### src/rtl/gfp_pkg.sv
`timescale 1ns/1ps
package gfp_pkg;
  typedef enum logic [1:0] {
    OP_ADD = 2'b00,
    OP_SUB = 2'b01,
    OP_MUL = 2'b10,
    OP_DIV = 2'b11
  } gfp_op_e;

  typedef enum logic [1:0] {
    ST_IDLE = 2'b00,
    ST_RUN  = 2'b01,
    ST_FIN  = 2'b10
  } gfp_st_e;
endpackage

### src/rtl/gfp_adder.sv
`timescale 1ns/1ps
module gfp_adder #(
  parameter int N = 10
) (
  input  logic [N-1:0] a_i,
  input  logic [N-1:0] b_i,
  input  logic         inv_i,
  input  logic         cin_i,
  output logic [N-1:0] sum_o,
  output logic         cout_o
);
  logic [N-1:0] b_eff;
  logic [N:0]   full;

  assign b_eff = inv_i ? ~b_i : b_i;
  assign full  = {1'b0, a_i} + {1'b0, b_eff} + {{N{1'b0}}, cin_i};
  assign sum_o  = full[N-1:0];
  assign cout_o = full[N];
endmodule

### src/rtl/gfp_ctrl.sv
`timescale 1ns/1ps
module gfp_ctrl
  import gfp_pkg::*;
#(
  parameter int W = 8
) (
  input  logic    clk_i,
  input  logic    rst_ni,
  input  logic    start_i,
  input  gfp_op_e op_q_i,
  input  logic    term_i,
  output gfp_st_e st_o,
  output logic    accept_o,
  output logic    finish_o
);
  localparam int CW = $clog2(W) + 1;

  gfp_st_e       st_q, st_d;
  logic [CW-1:0] cnt_q, cnt_d;

  assign accept_o = (st_q == ST_IDLE) && start_i;
  assign st_o     = st_q;

  always_comb begin
    st_d     = st_q;
    cnt_d    = cnt_q;
    finish_o = 1'b0;
    case (st_q)
      ST_IDLE: if (start_i) begin
        st_d  = ST_RUN;
        cnt_d = '0;
      end
      ST_RUN: begin
        case (op_q_i)
          OP_ADD, OP_SUB: begin
            st_d     = ST_IDLE;
            finish_o = 1'b1;
          end
          OP_MUL: begin
            if (cnt_q == CW'(W - 1)) st_d = ST_FIN;
            else cnt_d = cnt_q + 1'b1;
          end
          default: if (term_i) begin
            st_d     = ST_IDLE;
            finish_o = 1'b1;
          end
        endcase
      end
      ST_FIN: begin
        st_d     = ST_IDLE;
        finish_o = 1'b1;
      end
      default: st_d = ST_IDLE;
    endcase
  end

  always_ff @(posedge clk_i or negedge rst_ni) begin
    if (!rst_ni) begin
      st_q  <= ST_IDLE;
      cnt_q <= '0;
    end else begin
      st_q  <= st_d;
      cnt_q <= cnt_d;
    end
  end


  fin_only_mul_chk: assert property (@(posedge clk_i) disable iff (!rst_ni)
    (st_q == ST_FIN) |-> (op_q_i == OP_MUL));
endmodule

### src/rtl/gfp_alu.sv
`timescale 1ns/1ps
module gfp_alu
  import gfp_pkg::*;
#(
  parameter int W = 8
) (
  input  logic         clk_i,
  input  logic         rst_ni,
  input  logic         start_i,
  input  logic [1:0]   op_i,
  input  logic [W-1:0] a_i,
  input  logic [W-1:0] b_i,
  input  logic [W-1:0] p_i,
  output logic         busy_o,
  output logic         done_o,
  output logic [W-1:0] result_o
);
  localparam int N = W + 2;
  localparam logic [N-1:0] ONE = N'(1);

  gfp_op_e      op_q;
  gfp_st_e      st;
  logic         accept, finish, term;
  logic [N-1:0] p_q, x1_q, x2_q, u_q, v_q;
  logic [W-1:0] res_q;
  logic         done_q;

  // three shared adders: operand muxes (level 1)
  logic [N-1:0] a0, b0, s0, a1, b1, s1, a2, b2, s2;
  logic         i0, c0, co0, i1, c1, co1, i2, c2, co2;

  gfp_adder #(.N(N)) u_add0 (.a_i(a0), .b_i(b0), .inv_i(i0), .cin_i(c0), .sum_o(s0), .cout_o(co0));
  gfp_adder #(.N(N)) u_add1 (.a_i(a1), .b_i(b1), .inv_i(i1), .cin_i(c1), .sum_o(s1), .cout_o(co1));
  gfp_adder #(.N(N)) u_add2 (.a_i(a2), .b_i(b2), .inv_i(i2), .cin_i(c2), .sum_o(s2), .cout_o(co2));

  assign term = (u_q == ONE) || (v_q == ONE);

  gfp_ctrl #(.W(W)) u_ctrl (
    .clk_i    (clk_i),
    .rst_ni   (rst_ni),
    .start_i  (start_i),
    .op_q_i   (op_q),
    .term_i   (term),
    .st_o     (st),
    .accept_o (accept),
    .finish_o (finish)
  );

  always_comb begin
    a0 = '0; b0 = '0; i0 = 1'b0; c0 = 1'b0;
    a1 = '0; b1 = '0; i1 = 1'b0; c1 = 1'b0;
    a2 = '0; b2 = '0; i2 = 1'b0; c2 = 1'b0;
    case (op_q)
      OP_ADD: begin
        a0 = x1_q; b0 = x2_q;
        a1 = s0;   b1 = p_q; i1 = 1'b1; c1 = 1'b1;
      end
      OP_SUB: begin
        a0 = x1_q; b0 = x2_q; i0 = 1'b1; c0 = 1'b1;
        a1 = s0;   b1 = p_q;
      end
      OP_MUL: begin
        a0 = x1_q; b0 = u_q[0] ? x2_q : '0;
        a1 = s0;   b1 = s0[0] ? p_q : '0;
        a2 = x1_q; b2 = p_q; i2 = 1'b1; c2 = 1'b1;
      end
      default: begin
        if (!u_q[0]) begin
          a0 = x1_q; b0 = p_q;
        end else if (!v_q[0]) begin
          a0 = x2_q; b0 = p_q;
        end else begin
          a0 = u_q; b0 = v_q; i0 = 1'b1; c0 = 1'b1;
        end
        a1 = x1_q; b1 = x2_q; i1 = 1'b1; c1 = 1'b1;
        a2 = s1;   b2 = p_q;
      end
    endcase
  end

  // working registers: write-back muxes (level 2)
  always_ff @(posedge clk_i or negedge rst_ni) begin
    if (!rst_ni) begin
      op_q <= OP_ADD;
      p_q  <= '0;
      x1_q <= '0;
      x2_q <= '0;
      u_q  <= '0;
      v_q  <= '0;
    end else if (accept) begin
      op_q <= gfp_op_e'(op_i);
      p_q  <= {2'b00, p_i};
      v_q  <= {2'b00, p_i};
      case (gfp_op_e'(op_i))
        OP_MUL: begin
          x1_q <= '0;
          x2_q <= {2'b00, a_i};
          u_q  <= {2'b00, b_i};
        end
        OP_DIV: begin
          x1_q <= {2'b00, a_i};
          x2_q <= '0;
          u_q  <= {2'b00, b_i};
        end
        default: begin
          x1_q <= {2'b00, a_i};
          x2_q <= {2'b00, b_i};
          u_q  <= '0;
        end
      endcase
    end else if (st == ST_RUN) begin
      case (op_q)
        OP_MUL: begin
          x1_q <= s1 >> 1;
          u_q  <= u_q >> 1;
        end
        OP_DIV: if (!term) begin
          if (!u_q[0]) begin
            u_q  <= u_q >> 1;
            x1_q <= x1_q[0] ? (s0 >> 1) : (x1_q >> 1);
          end else if (!v_q[0]) begin
            v_q  <= v_q >> 1;
            x2_q <= x2_q[0] ? (s0 >> 1) : (x2_q >> 1);
          end else if (co0) begin
            u_q  <= s0;
            x1_q <= co1 ? s1 : s2;
          end else begin
            // u < v: exchange roles, subtract on the next cycle
            u_q  <= v_q;
            v_q  <= u_q;
            x1_q <= x2_q;
            x2_q <= x1_q;
          end
        end
        default: ;
      endcase
    end
  end

  always_ff @(posedge clk_i or negedge rst_ni) begin
    if (!rst_ni) begin
      res_q  <= '0;
      done_q <= 1'b0;
    end else begin
      done_q <= finish;
      if (st == ST_FIN) begin
        res_q <= co2 ? s2[W-1:0] : x1_q[W-1:0];
      end else if (st == ST_RUN) begin
        case (op_q)
          OP_ADD: res_q <= co1 ? s1[W-1:0] : s0[W-1:0];
          OP_SUB: res_q <= co0 ? s0[W-1:0] : s1[W-1:0];
          OP_DIV: if (term) res_q <= (u_q == ONE) ? x1_q[W-1:0] : x2_q[W-1:0];
          default: ;
        endcase
      end
    end
  end

  assign busy_o   = (st != ST_IDLE);
  assign done_o   = done_q;
  assign result_o = res_q;


  done_pulse_chk: assert property (@(posedge clk_i) disable iff (!rst_ni)
    done_o |=> !done_o);

  done_idle_chk: assert property (@(posedge clk_i) disable iff (!rst_ni)
    done_o |-> !busy_o);

  cfg_hold_chk: assert property (@(posedge clk_i) disable iff (!rst_ni)
    busy_o |=> ($stable(p_q) && $stable(op_q)));

  res_in_field_chk: assert property (@(posedge clk_i) disable iff (!rst_ni)
    done_o |-> ({2'b00, res_q} < p_q));

  res_hold_chk: assert property (@(posedge clk_i) disable iff (!rst_ni)
    !$stable(res_q) |-> done_o);

  mul_bound_chk: assert property (@(posedge clk_i) disable iff (!rst_ni)
    (st == ST_RUN && op_q == OP_MUL) |-> (x1_q < (p_q << 1)));

  fin_fit_chk: assert property (@(posedge clk_i) disable iff (!rst_ni)
    (st == ST_FIN && co2) |-> (s2[N-1:W] == 2'b00));

  div_state_chk: assert property (@(posedge clk_i) disable iff (!rst_ni)
    (st == ST_RUN && op_q == OP_DIV) |->
      (x1_q < p_q && x2_q < p_q && u_q != '0 && v_q != '0));
endmodule

### config.mk
export PLATFORM = sky130hd
export DESIGN_NAME = gfp_alu
export DESIGN_NICKNAME = d
export VERILOG_FILES = /design/src/rtl/gfp_pkg.sv /design/src/rtl/gfp_adder.sv /design/src/rtl/gfp_ctrl.sv /design/src/rtl/gfp_alu.sv
export SDC_FILE = /design/constraint.sdc
export NUM_CORES = 1
export LEC_CHECK = 0
export BUFFER_PORTS_ARGS = -buffer_cell sky130_fd_sc_hd__buf_4
export CORE_MARGIN = 2
export CORE_UTILIZATION = 25
export DETAILED_ROUTE_END_ITERATION = 12
export PLACE_DENSITY = 0.51
export RECOVER_POWER = 50
export REMOVE_ABC_BUFFERS = 1
export SETUP_SLACK_MARGIN = 0.5
export SKIP_LAST_GASP = 1
export SYNTH_ARGS = -nofsm -noshare
export SYNTH_HDL_FRONTEND = slang
export SYNTH_SLANG_ARGS = --single-unit
### constraint.sdc
create_clock -name clk_i -period 9.45 [get_ports clk_i]
set_clock_uncertainty 0.1 [all_clocks]
set_input_delay 1.89 -clock clk_i [delete_from_list [all_inputs] [get_ports clk_i]]
set_output_delay 1.89 -clock clk_i [all_outputs]
set_load 0.01 [all_outputs]
==> Implementation_results.wiki, run 1 <==
{| class="wikitable"
! Metric !! Value
|-
| Die span in y || ~170 um
|-
| Detailed-route via count || a little over 7000
|-
| Layout overhead on the synthesized area || 13.74%
|-
| Leading cell types in the layout, fill and taps excluded || nand2_1, o21ai_0, nor2_1
|-
| Via count of the first global-routing pass || a little under 7000
|-
| Category of the worst setup path capture point || flop
|-
| Worst Path Required || between 9 and 10 ns
|-
| Crit path launch type || flop
|-
| Yosys top cell area share || 0.2379
|-
| Die area || between 0.02 and 0.03 sq mm
|-
| Final routed DRC violation total || 0
|-
| Status || complete, but fails checks
|-
| Fraction of registers with async set or reset after synthesis || 1.000
|-
| Synth warn || 0
|-
| Final number of max-transition violations || approximately 110
|-
| Final critical delay including setup and external delays || around 7.8 ns
|-
| # resized after CTS || 0
|-
| Number of design-rule violations left by the first detailed-router iteration || 868
|-
| Share of synthesized area occupied by flip-flops and latches || 0.2379
|-
| Violated checks || max-capacitance violations, max-slew violations
|-
| Maximum achievable frequency || roughly 130 MHz
|-
| Share of post-route cells with drive strength above 1 || 0.1095
|-
| TritonCTS clock tree || yes
|-
| Post-CTS clock slew at the launch and capture registers of the worst setup and hold paths || about 0.06 ns
|-
| Cells after Synth || between 800 and 900
|-
| Most area-hungry cell type in the Yosys netlist || dfrtp_1
|-
| Setup violations, final || 0
|-
| Post-route clock period utilization || 0.8296
|-
| Antenna cell count || 0
|-
| Worst-path fanout max || 13
|-
| Number of buffers added to fix hold violations after cts || 0
|-
| Most common library cell in the layout ignoring fill and taps || nand2_1
|-
| Root buffer cell || clkbuf_16
|-
| Largest cells by area after synthesis || dfrtp_1, nand2_1, ha_1
|-
| Total placed instance area || between 0.007 and 0.008 sq mm
|-
| Unrepaired setup endpoints after global routing || false
|-
| Routed wire length || roughly 27 mm
|-
| Area of the placeable core || 0.02688 sq mm
|-
| Max-cap violations || 2
|-
| H-tree depth || 3
|-
| Relative slew slack || -1.620
|-
| Unique masters post-synth || between 70 and 80
|-
| Slew of the pin with the lowest slew margin || roughly 3.9 ns
|-
| Number of hold-slack violations in the final timing report || 0
|-
| Met1 track demand over resource || 0.2622
|-
| Predominant post-synthesis flop cell || dfrtp_1
|-
| Cell Area, Synth || between 0.006 and 0.007 sq mm
|-
| Number of buffers added for setup after CTS || 0
|-
| Floorplan row count || 60
|-
| WP data arrival || 7.97 ns
|-
| Die Span X || 169.4 um
|-
| Per-instance average area after synthesis || about 7.6 sq um
|-
| Utilization after layout || 0.2894
|-
| Boundary Pins || 39
|-
| Clk buf depth || 2
|-
| Worst Path Class, Setup || flop to flop
|-
| RD Place Congestion || ~0.91
|-
| Type of the worst min-delay path || flop to flop
|-
| Number of synthesized register bits || 65
|-
| Post-layout net count || between 900 and 1000
|-
| Inserted Clock Buffers || 9
|-
| Wire length of the first global-routing pass || 42.23 mm
|-
| Number of sinks on the clock net || 65
|-
| Post-DR vias/cell || between 5 and 6
|-
| Post-route ant nets || 0
|-
| Cell area after layout || roughly 0.0078 sq mm
|-
| GR Overflow Total || 0
|-
| Count of flip-flops with a built-in enable after synthesis || 0
|-
| Grt met3 use || 0.04081
|-
| Cell Count Post-Placement || 1238
|-
| Highest-utilization routing layer at the global route stage || met2
|-
| Maximum number of pins on one net before global-route repair || 66
|-
| Cell Count, Final, Fillers Out || roughly 1300
|-
| IO Port Bufs || 38
|-
| Average detailed-routed wire length per instance || ~22 um
|-
| Final HPWL DP || between 15 and 20 mm
|-
| Worst skew pair latency || between 0.3 and 0.4 ns
|-
| Starting Density || 0.2544
|-
| Antenna violations before repair || 0
|-
| Number of search-and-repair iterations in the first detailed-routing pass || 6
|-
| Total Neg Setup Slack || 0 ns
|-
| GR Util met2 || 0.3040
|-
| All-layer global routing usage || 0.1907
|}
critical path, stage by stage (launching register included):
cell and delay, ns:
dfrtp_1 0.41, inv_1 0.12, ha_1 0.56, a211oi_2 0.14
nor2_1 0.55, a22oi_1 0.22, xor2_1 0.21, fa_1 0.47
xnor2_1 0.46, mux2i_1 0.16, ha_1 0.39, a21o_1 0.21
a21oi_1 0.18, o21ai_0 0.11, or3_1 0.37, a31oi_1 0.23
xnor2_1 0.24, nand2_1 0.09, o21ai_0 0.09, ha_1 0.30
and3_1 0.23, a221oi_1 0.50, o2111ai_1 0.22, a21oi_2 0.60
mux2i_1 0.26, a21oi_1 0.08, a21oi_1 0.16, a31oi_1 0.06
synthesized netlist by cell type (3+ instances only):
| cell type | count |
|---|---|
| a211oi_1 | 19 |
| a21boi_0 | 4 |
| a21o_1 | 6 |
| a21oi_1 | 62 |
| a221oi_1 | 10 |
| a22o_1 | 7 |
| a22oi_1 | 17 |
| a311oi_1 | 3 |
| a31o_2 | 4 |
| a31oi_1 | 17 |
| a32o_1 | 3 |
| and2_1 | 4 |
| and3_1 | 5 |
| buf_1 | 7 |
| buf_2 | 6 |
| clkbuf_1 | 41 |
| dfrtp_1 | 65 |
| fa_1 | 3 |
| ha_1 | 36 |
| inv_1 | 16 |
| mux2_2 | 13 |
| mux2i_1 | 39 |
| nand2_1 | 149 |
| nand2b_1 | 12 |
| nand3_1 | 25 |
| nor2_1 | 69 |
| nor2b_1 | 7 |
| nor3_1 | 11 |
| nor4_1 | 3 |
| o211ai_1 | 16 |
| o21a_1 | 12 |
| o21ai_0 | 71 |
| o21ai_1 | 3 |
| o21bai_1 | 4 |
| o31ai_1 | 21 |
| or3_1 | 5 |
| or4b_1 | 3 |
| xnor2_1 | 24 |
| xor2_1 | 29 |
through the flow:
step / hold WS [ns] / setup WS, ns
3_5_place_dp: 0.3736 / 1.750
4_1_cts: 0.3865 / 1.715
2_1_floorplan: 0.3720 / 2.294
5_1_grt: 0.4254 / 1.040
3_3_place_gp: 0.3692 / 2.054
6_report: 0.3758 / 1.610
cell families (layout without fill, tap and decap cells):
logic type               after synthesis  after routing  share of synthesized area
AO/OA/AOI/OAI                        307            307                     0.2974
XOR/XNOR                              54             54                    0.07118
adder cells (fa/ha/maj)               39             39                    0.07466
buffers and inverters                 72             91                    0.04172
flip-flops                            65             65                     0.2379
multiplexers                          53             53                    0.08069
AND/OR/NAND/NOR                      304            304                     0.1965
metal layers:
metal  vias to the layer above  part of all wire  wire, um
met5                         -                 0         0
met4                         0             0.023       630
met3                        52             0.080      2181
met2                       331              0.45     12280
met1                      3426              0.44     12050
li1                       3317                 -         -
layout make-up:
cell class                      count  area, sq um
Sequential cell                    65         1628
Tap cell                          341        426.7
Inverter                           17        63.81
Timing Repair Buffer               58        424.2
Fill cell                        2906        19100
Clock inverter                      5        55.05
Clock buffer                       11        242.7
Multi-Input combinational cell    757         4937
flip-flops by register name, indices dropped and copies added (netlist names):
register and flops:
result_o 8, op_q 2, v_q 10, p_q 8, u_ctrl.st_o 2, u_q 10
done_o 1, u_ctrl.cnt_q 4, x2_q 10, x1_q 10
worst paths after layout:
check	startpoint	endpoint	slack [ns]	cells after the start
min in group asynchronous	rst_ni	result_o[0]$_DFFE_PN0P_	2.80	1
setup / recovery	op_q[1]$_DFFE_PN0P_	result_o[7]$_DFFE_PN0P_	1.61	27
max in group asynchronous	rst_ni	v_q[0]$_DFFE_PN0P_	3.95	1
hold reg to reg	result_o[2]$_DFFE_PN0P_	result_o[2]$_DFFE_PN0P_	0.38	2
hold / removal	result_o[2]$_DFFE_PN0P_	result_o[2]$_DFFE_PN0P_	0.38	2
setup reg to reg	op_q[1]$_DFFE_PN0P_	result_o[7]$_DFFE_PN0P_	1.61	27
Power of run 1 is not shown: default switching activity piles up to over one toggle a cycle in this logic, so the estimate is an artifact.
==> inputs of run 2 (changes only) <==
Clock period 9.45 ns to 7.6 ns, I/O delays scaled along.
==> run 2 against run 1 <==
  * The flow still finishes with violations (max-capacitance violations, max-slew violations)
  * Non-clock buffer count rose by 10
  * Global-route usage fell by 0.47 points
  * Die area unchanged
  * Sequential share of layout area shrank 0.46 points
  * Hold slack better by 0.0080 ns
  * Sequential cell count unchanged
  * Register-to-register slack lost 0.74 ns
  * Via count is 0.45% lower
  * Critical endpoint is now x1_q[9]$_DFFE_PN0P_
  * Highest routed layer unchanged
==> Implementation_results.wiki, run 2 (synthesis results as in run 1) <==
{| class="wikitable"
! Metric !! Value
|-
| IO Port Bufs || 38 (unchanged)
|-
| Worst skew pair latency || 0.35 ns (about the same)
|-
| TritonCTS clock tree || yes
|-
| Setup slack, reg-to-reg || 0.87 ns (-0.74 ns)
|-
| Final HPWL DP || 19.54 mm (-0.19%)
|-
| Crit path to || x1_q[9]$_DFFE_PN0P_
|-
| RD Place Congestion || 0.9010 (-1.1%)
|-
| Floorplan row count || 60 (unchanged)
|-
| Worst Reg-to-Reg Cells || 29 (+7.4%)
|-
| H-tree depth || 3 (unchanged)
|-
| Post-route ant nets || 0 (unchanged)
|-
| Worst-path fanout max || 9 (-4)
|-
| Violated checks || max-capacitance violations, max-slew violations
|-
| Max-cap violations || 2 (unchanged)
|-
| Cell mode on critical path || ha_1
|-
| Number of hold-slack violations in the final timing report || 0 (unchanged)
|-
| Number of design-rule violations left by the first detailed-router iteration || 710 (-18%)
|-
| Starting Density || 0.2544 (unchanged)
|-
| Setup violations, final || 0 (unchanged)
|-
| Number of sinks on the clock net || 65 (unchanged)
|-
| Maximum number of pins on one net before global-route repair || 66 (unchanged)
|-
| All-layer global routing usage || 0.1860 (-0.004704)
|-
| Stage delay of the slowest cell on the critical path || 0.40 ns (-0.20 ns)
|-
| Critical path origin || op_q[0]$_DFFE_PN0P_
|-
| Slew of the pin with the lowest slew margin || 4.008 ns (+0.07807 ns)
|-
| Status || complete, but fails checks
|-
| Antenna violations before repair || 0 (unchanged)
|-
| Die area || 0.02869 sq mm (unchanged)
|-
| Unrepaired setup endpoints after global routing || false
|-
| Via count of the first global-routing pass || 6483 (-5.5%)
|-
| Share of post-route cells with drive strength above 1 || 0.1289 (+0.01940)
|-
| Post-DR vias/cell || 5.612 (-1.2%)
|-
| Final critical delay including setup and external delays || 6.731 ns (-1.109 ns)
|-
| Relative slew slack || -1.672 (-0.05205)
|-
| Reg-to-reg endpoint || x1_q[9]$_DFFE_PN0P_
|-
| Boundary Pins || 39 (unchanged)
|-
| Die Span X || 169.4 um (unchanged)
|-
| Post-route clock period utilization || 0.8856 (+0.05599)
|-
| Die span in y || 169.4 um (unchanged)
|-
| Final number of max-transition violations || 111 (unchanged)
|-
| Layout overhead on the synthesized area || 16.32%
|-
| Crit path max-delay cell type || dfrtp_1
|-
| Inserted Clock Buffers || 9 (unchanged)
|-
| Root buffer cell || clkbuf_16
|-
| Worst Path Class, Setup || flop to flop
|-
| Maximum achievable frequency || 148.6 MHz (+16%)
|-
| Wire length of the first global-routing pass || 40.61 mm (-3.8%)
|-
| Post-layout net count || 986 (+1.0%)
|-
| Type of the worst min-delay path || flop to flop
|-
| Number of search-and-repair iterations in the first detailed-routing pass || 7 (+1)
|-
| Leading cell types in the layout, fill and taps excluded || nand2_1, o21ai_0, nor2_1
|-
| Post-CTS clock slew at the launch and capture registers of the worst setup and hold paths || 0.06 ns (about the same)
|-
| WP data arrival || 6.76 ns (-1.21 ns)
|-
| Routed wire length || 26.82 mm (-1.2%)
|-
| Final routed DRC violation total || 0 (unchanged)
|-
| Category of the worst setup path capture point || flop
|-
| Total Neg Setup Slack || 0 ns (unchanged)
|-
| GR Overflow Total || 0 (unchanged)
|-
| Area of the placeable core || 0.02688 sq mm (unchanged)
|-
| Average detailed-routed wire length per instance || 21.22 um (-2.0%)
|-
| Detailed-route via count || 7094 (-0.45%)
|-
| Crit path launch type || flop
|-
| Antenna cell count || 0 (unchanged)
|-
| Worst r2r src || op_q[0]$_DFFE_PN0P_
|-
| Clk buf depth || 2 (unchanged)
|-
| Most common library cell in the layout ignoring fill and taps || nand2_1
|-
| Worst Path Required || 7.63 ns (-1.95 ns)
|}
## run 2: per-layer routing
metal  wire length [um]  part of all wire  track usage
met5                  0                 0            0
met4                457             0.017      0.04682
met3               2119             0.079      0.04454
met2              12150              0.45       0.2893
met1              12090              0.45       0.2588
## run 2: area by class of cell
type | count | area [sq um]
fillers | 2900 | 18920
multi-input cells | 757 | 5020
flip-flops and latches | 65 | 1628
repair buffers | 68 | 515.5
well taps | 341 | 426.7
clock buffers | 13 | 260.3
inverters | 17 | 63.81
clock inverters | 3 | 40.04
## run 2: repair_timing
item | in CTS | in global routing
hold endpoints to repair | 0 | 0
endpoints found under the setup margin | 6 | 12
pin swaps | 0 | 3
resized for setup | 1 | 16
buffers inserted | 0 | 2
hold buffers | 0 | 0
## run 2: worst min path at each step
| stage | startpoint | end | slack (ns) | depth (start not counted) |
|---|---|---|---|---|
| global route | result_o[6]$_DFFE_PN0P_ | result_o[6]$_DFFE_PN0P_ | 0.40 | 2 |
| global placement | result_o[6]$_DFFE_PN0P_ | result_o[6]$_DFFE_PN0P_ | 0.37 | 2 |
| floorplan | u_ctrl.cnt_q[0]$_DFFE_PN0P_ | u_ctrl.cnt_q[0]$_DFFE_PN0P_ | 0.37 | 1 |
| detailed placement | result_o[6]$_DFFE_PN0P_ | result_o[6]$_DFFE_PN0P_ | 0.38 | 2 |
| CTS | result_o[6]$_DFFE_PN0P_ | result_o[6]$_DFFE_PN0P_ | 0.39 | 2 |
| finish | result_o[6]$_DFFE_PN0P_ | result_o[6]$_DFFE_PN0P_ | 0.38 | 2 |
## run 2: metrics by stage
step,utilization,cells,setup slack (ns),hold WS (ns),instance area [sq um]
after global placement,0.2810,1246,0.6500,0.3695,7551
after CTS,0.2924,1262,0.5954,0.3899,7859
after floorplan,-,839,0.4442,0.3720,6616
after detailed placement,0.2810,1246,0.4567,0.3760,7551
after global routing,0.2960,1264,0.4117,0.4018,7954
final,0.2960,1264,0.8694,0.3838,7954
## run 2: worst max-delay path: cells and delay by family, from the launching register on
family,cells,cell delay (ns)
AOI/OAI and AO/OA,15,2.78
adders and majority gates,4,1.25
and+or+nand+nor,4,0.86
xor gates and xnor gates,4,0.74
DFF,1,0.40
muxes,1,0.28
buffers and inverters,1,0.10
Power of run 2 is left out for the same reason.
==> inputs of run 3 (changes only) <==
Settings changed: RECOVER_POWER 50 to 100.
==> run 3 against run 2 <==
  * The run still ends with max-capacitance violations, max-slew violations left
  * Critical path depth down 4
  * Hold slack worse by 0.0065 ns
  * Cell count unchanged
  * First-iteration DRC count shrank 7.6%
  * Clock-buffer cell count is the same
  * Global-route usage did not move
  * Die area stayed put
  * Wire length grew 0.13%
==> Implementation_results.wiki, run 3 (synthesis results as in run 1) <==
{| class="wikitable"
! Metric !! Value
|-
| Stage delay of the slowest cell on the critical path || 1.00 ns (+0.60 ns)
|-
| Number of buffers added to fix hold violations after cts || 0 (unchanged)
|-
| Post-CTS clock slew at the launch and capture registers of the worst setup and hold paths || 0.06 ns (about the same)
|-
| Number of hold-slack violations in the final timing report || 0 (unchanged)
|-
| Worst skew pair latency || 0.35 ns (about the same)
|-
| GR Overflow Total || 0 (unchanged)
|-
| Crit path max-delay cell type || clkbuf_1
|-
| Max-cap violations || 3 (+1)
|-
| Leading cell types in the layout, fill and taps excluded || nand2_1, o21ai_0, nor2_1
|-
| Maximum number of pins on one net before global-route repair || 66 (unchanged)
|-
| Slew of the pin with the lowest slew margin || 3.992 ns (-0.01609 ns)
|-
| Status || complete, but fails checks
|-
| Post-DR vias/cell || 5.639 (+0.48%)
|-
| Number of sinks on the clock net || 65 (unchanged)
|-
| Detailed-route via count || 7128 (+0.48%)
|-
| Post-route ant nets || 0 (unchanged)
|-
| Area of combinational cells with multiple inputs || 0.005000 sq mm (-0.40%)
|-
| Inserted Clock Buffers || 9 (unchanged)
|-
| Count of fill cells added during filler insertion || 2916 (+0.55%)
|-
| Setup violations, final || 0 (unchanged)
|-
| H-tree depth || 3 (unchanged)
|-
| Antenna cell count || 0 (unchanged)
|-
| Wire length of the first global-routing pass || 40.61 mm (unchanged)
|-
| Boundary Pins || 39 (unchanged)
|-
| Number of search-and-repair iterations in the first detailed-routing pass || 5 (-2)
|-
| IO Port Bufs || 38 (unchanged)
|-
| Crit path launch type || flop
|-
| Worst Path Class, Setup || flop to flop
|-
| Final number of max-transition violations || 146 (+32%)
|-
| Type of the worst min-delay path || flop to flop
|-
| Die span in y || 169.4 um (unchanged)
|-
| Floorplan row count || 60 (unchanged)
|-
| Final routed DRC violation total || 0 (unchanged)
|-
| Final hold slack || 0.3773 ns (-0.006535 ns)
|-
| HP Start || result_o[6]$_DFFE_PN0P_
|-
| Post-route clock period utilization || 0.8988 (+0.01321)
|-
| Average detailed-routed wire length per instance || 21.24 um (+0.13%)
|-
| Share of post-route cells with drive strength above 1 || 0.1083 (-0.02059)
|-
| Critical path origin || op_q[0]$_DFFE_PN0P_
|-
| Violated checks || max-capacitance violations, max-slew violations
|-
| Worst Path Required || 7.63 ns (about the same)
|-
| Layout overhead on the synthesized area || 15.26%
|-
| Maximum achievable frequency || 146.4 MHz (-1.5%)
|-
| Root buffer cell || clkbuf_16
|-
| WP data arrival || 6.86 ns (+0.10 ns)
|-
| Unrepaired setup endpoints after global routing || false
|-
| Worst r2r src || op_q[0]$_DFFE_PN0P_
|-
| Number of design-rule violations left by the first detailed-router iteration || 656 (-7.6%)
|-
| Worst-path fanout max || 22 (+13)
|-
| Relative slew slack || -1.662 (+0.01073)
|-
| Area of the placeable core || 0.02688 sq mm (unchanged)
|-
| RD Place Congestion || 0.9010 (unchanged)
|-
| Antenna violations before repair || 0 (unchanged)
|-
| Post-layout net count || 986 (unchanged)
|-
| Clk buf depth || 2 (unchanged)
|-
| Total Neg Setup Slack || 0 ns (unchanged)
|-
| Final HPWL DP || 19.54 mm (unchanged)
|-
| Category of the worst setup path capture point || flop
|-
| Die Span X || 169.4 um (unchanged)
|-
| TritonCTS clock tree || yes
|-
| Die area || 0.02869 sq mm (unchanged)
|-
| Via count of the first global-routing pass || 6483 (unchanged)
|-
| Routed wire length || 26.85 mm (+0.13%)
|-
| Final critical delay including setup and external delays || 6.831 ns (+0.1004 ns)
|-
| FF/Latch Area || 0.001628 sq mm (unchanged)
|-
| All-layer global routing usage || 0.1860 (unchanged)
|-
| Starting Density || 0.2544 (unchanged)
|-
| Most common library cell in the layout ignoring fill and taps || nand2_1
|}
-- run 3: cell count changes in the layout (fill, tap and decap cells not counted), moves of 2 or more --
cell and delta:
a31oi_1 +2, a31oi_2 -2, buf_4 -14, clkbuf_1 +14
-- run 3: final timing paths --
check	to	slack, ns	cells past startpoint
worst max-delay path	x1_q[9]$_DFFE_PN0P_	0.77	25
worst min-delay path	result_o[6]$_DFFE_PN0P_	0.38	2
worst max register to register	x1_q[9]$_DFFE_PN0P_	0.77	25
worst min register to register	result_o[6]$_DFFE_PN0P_	0.38	2
max in group asynchronous	v_q[0]$_DFFE_PN0P_	2.40	1
min in group asynchronous	result_o[0]$_DFFE_PN0P_	2.46	1
-- run 3: cell type report --
type	count	area share
clock buffer	13	0.03302
clock inverter	3	0.005080
inverter	17	0.008097
multi-input combinational	757	0.6344
sequential	65	0.2065
tap	341	0.05414
timing repair buffer	68	0.05874
-- run 3: what timing repair did --
item,4_1_cts,5_1_grt
endpoints found under the setup margin,6,12
gates resized for setup,1,16
pin swaps,0,3
setup buffers,0,2
-- run 3: critical path: cells and delay by family (launching register included) --
kind	cells	cell delay (ns)
buffers and inverters	3	1.33
adders and majority gates	3	0.97
AOI/OAI and AO/OA	11	2.18
and+or+nand+nor	5	0.76
muxes	1	0.33
DFF	1	0.41
xor gates and xnor gates	2	0.51
-- run 3: per-stage QoR --
step	utilization	area, sq um	cells	worst slack [ns]
2_1_floorplan	-	6616	839	0.4442
3_3_place_gp	0.2810	7551	1246	0.6500
3_5_place_dp	0.2810	7551	1246	0.4567
4_1_cts	0.2924	7859	1262	0.5954
5_1_grt	0.2933	7881	1264	0.2652
6_report	0.2933	7881	1264	0.7690
-- run 3: routing by layer --
metal,part of all wire,vias to the layer above,GRT usage
met5,0,-,0
met4,0.021,0,0.04682
met3,0.078,43,0.04454
met2,0.45,289,0.2893
met1,0.45,3459,0.2588
li1,-,3337,-
Power of run 3 is left out for the same reason.
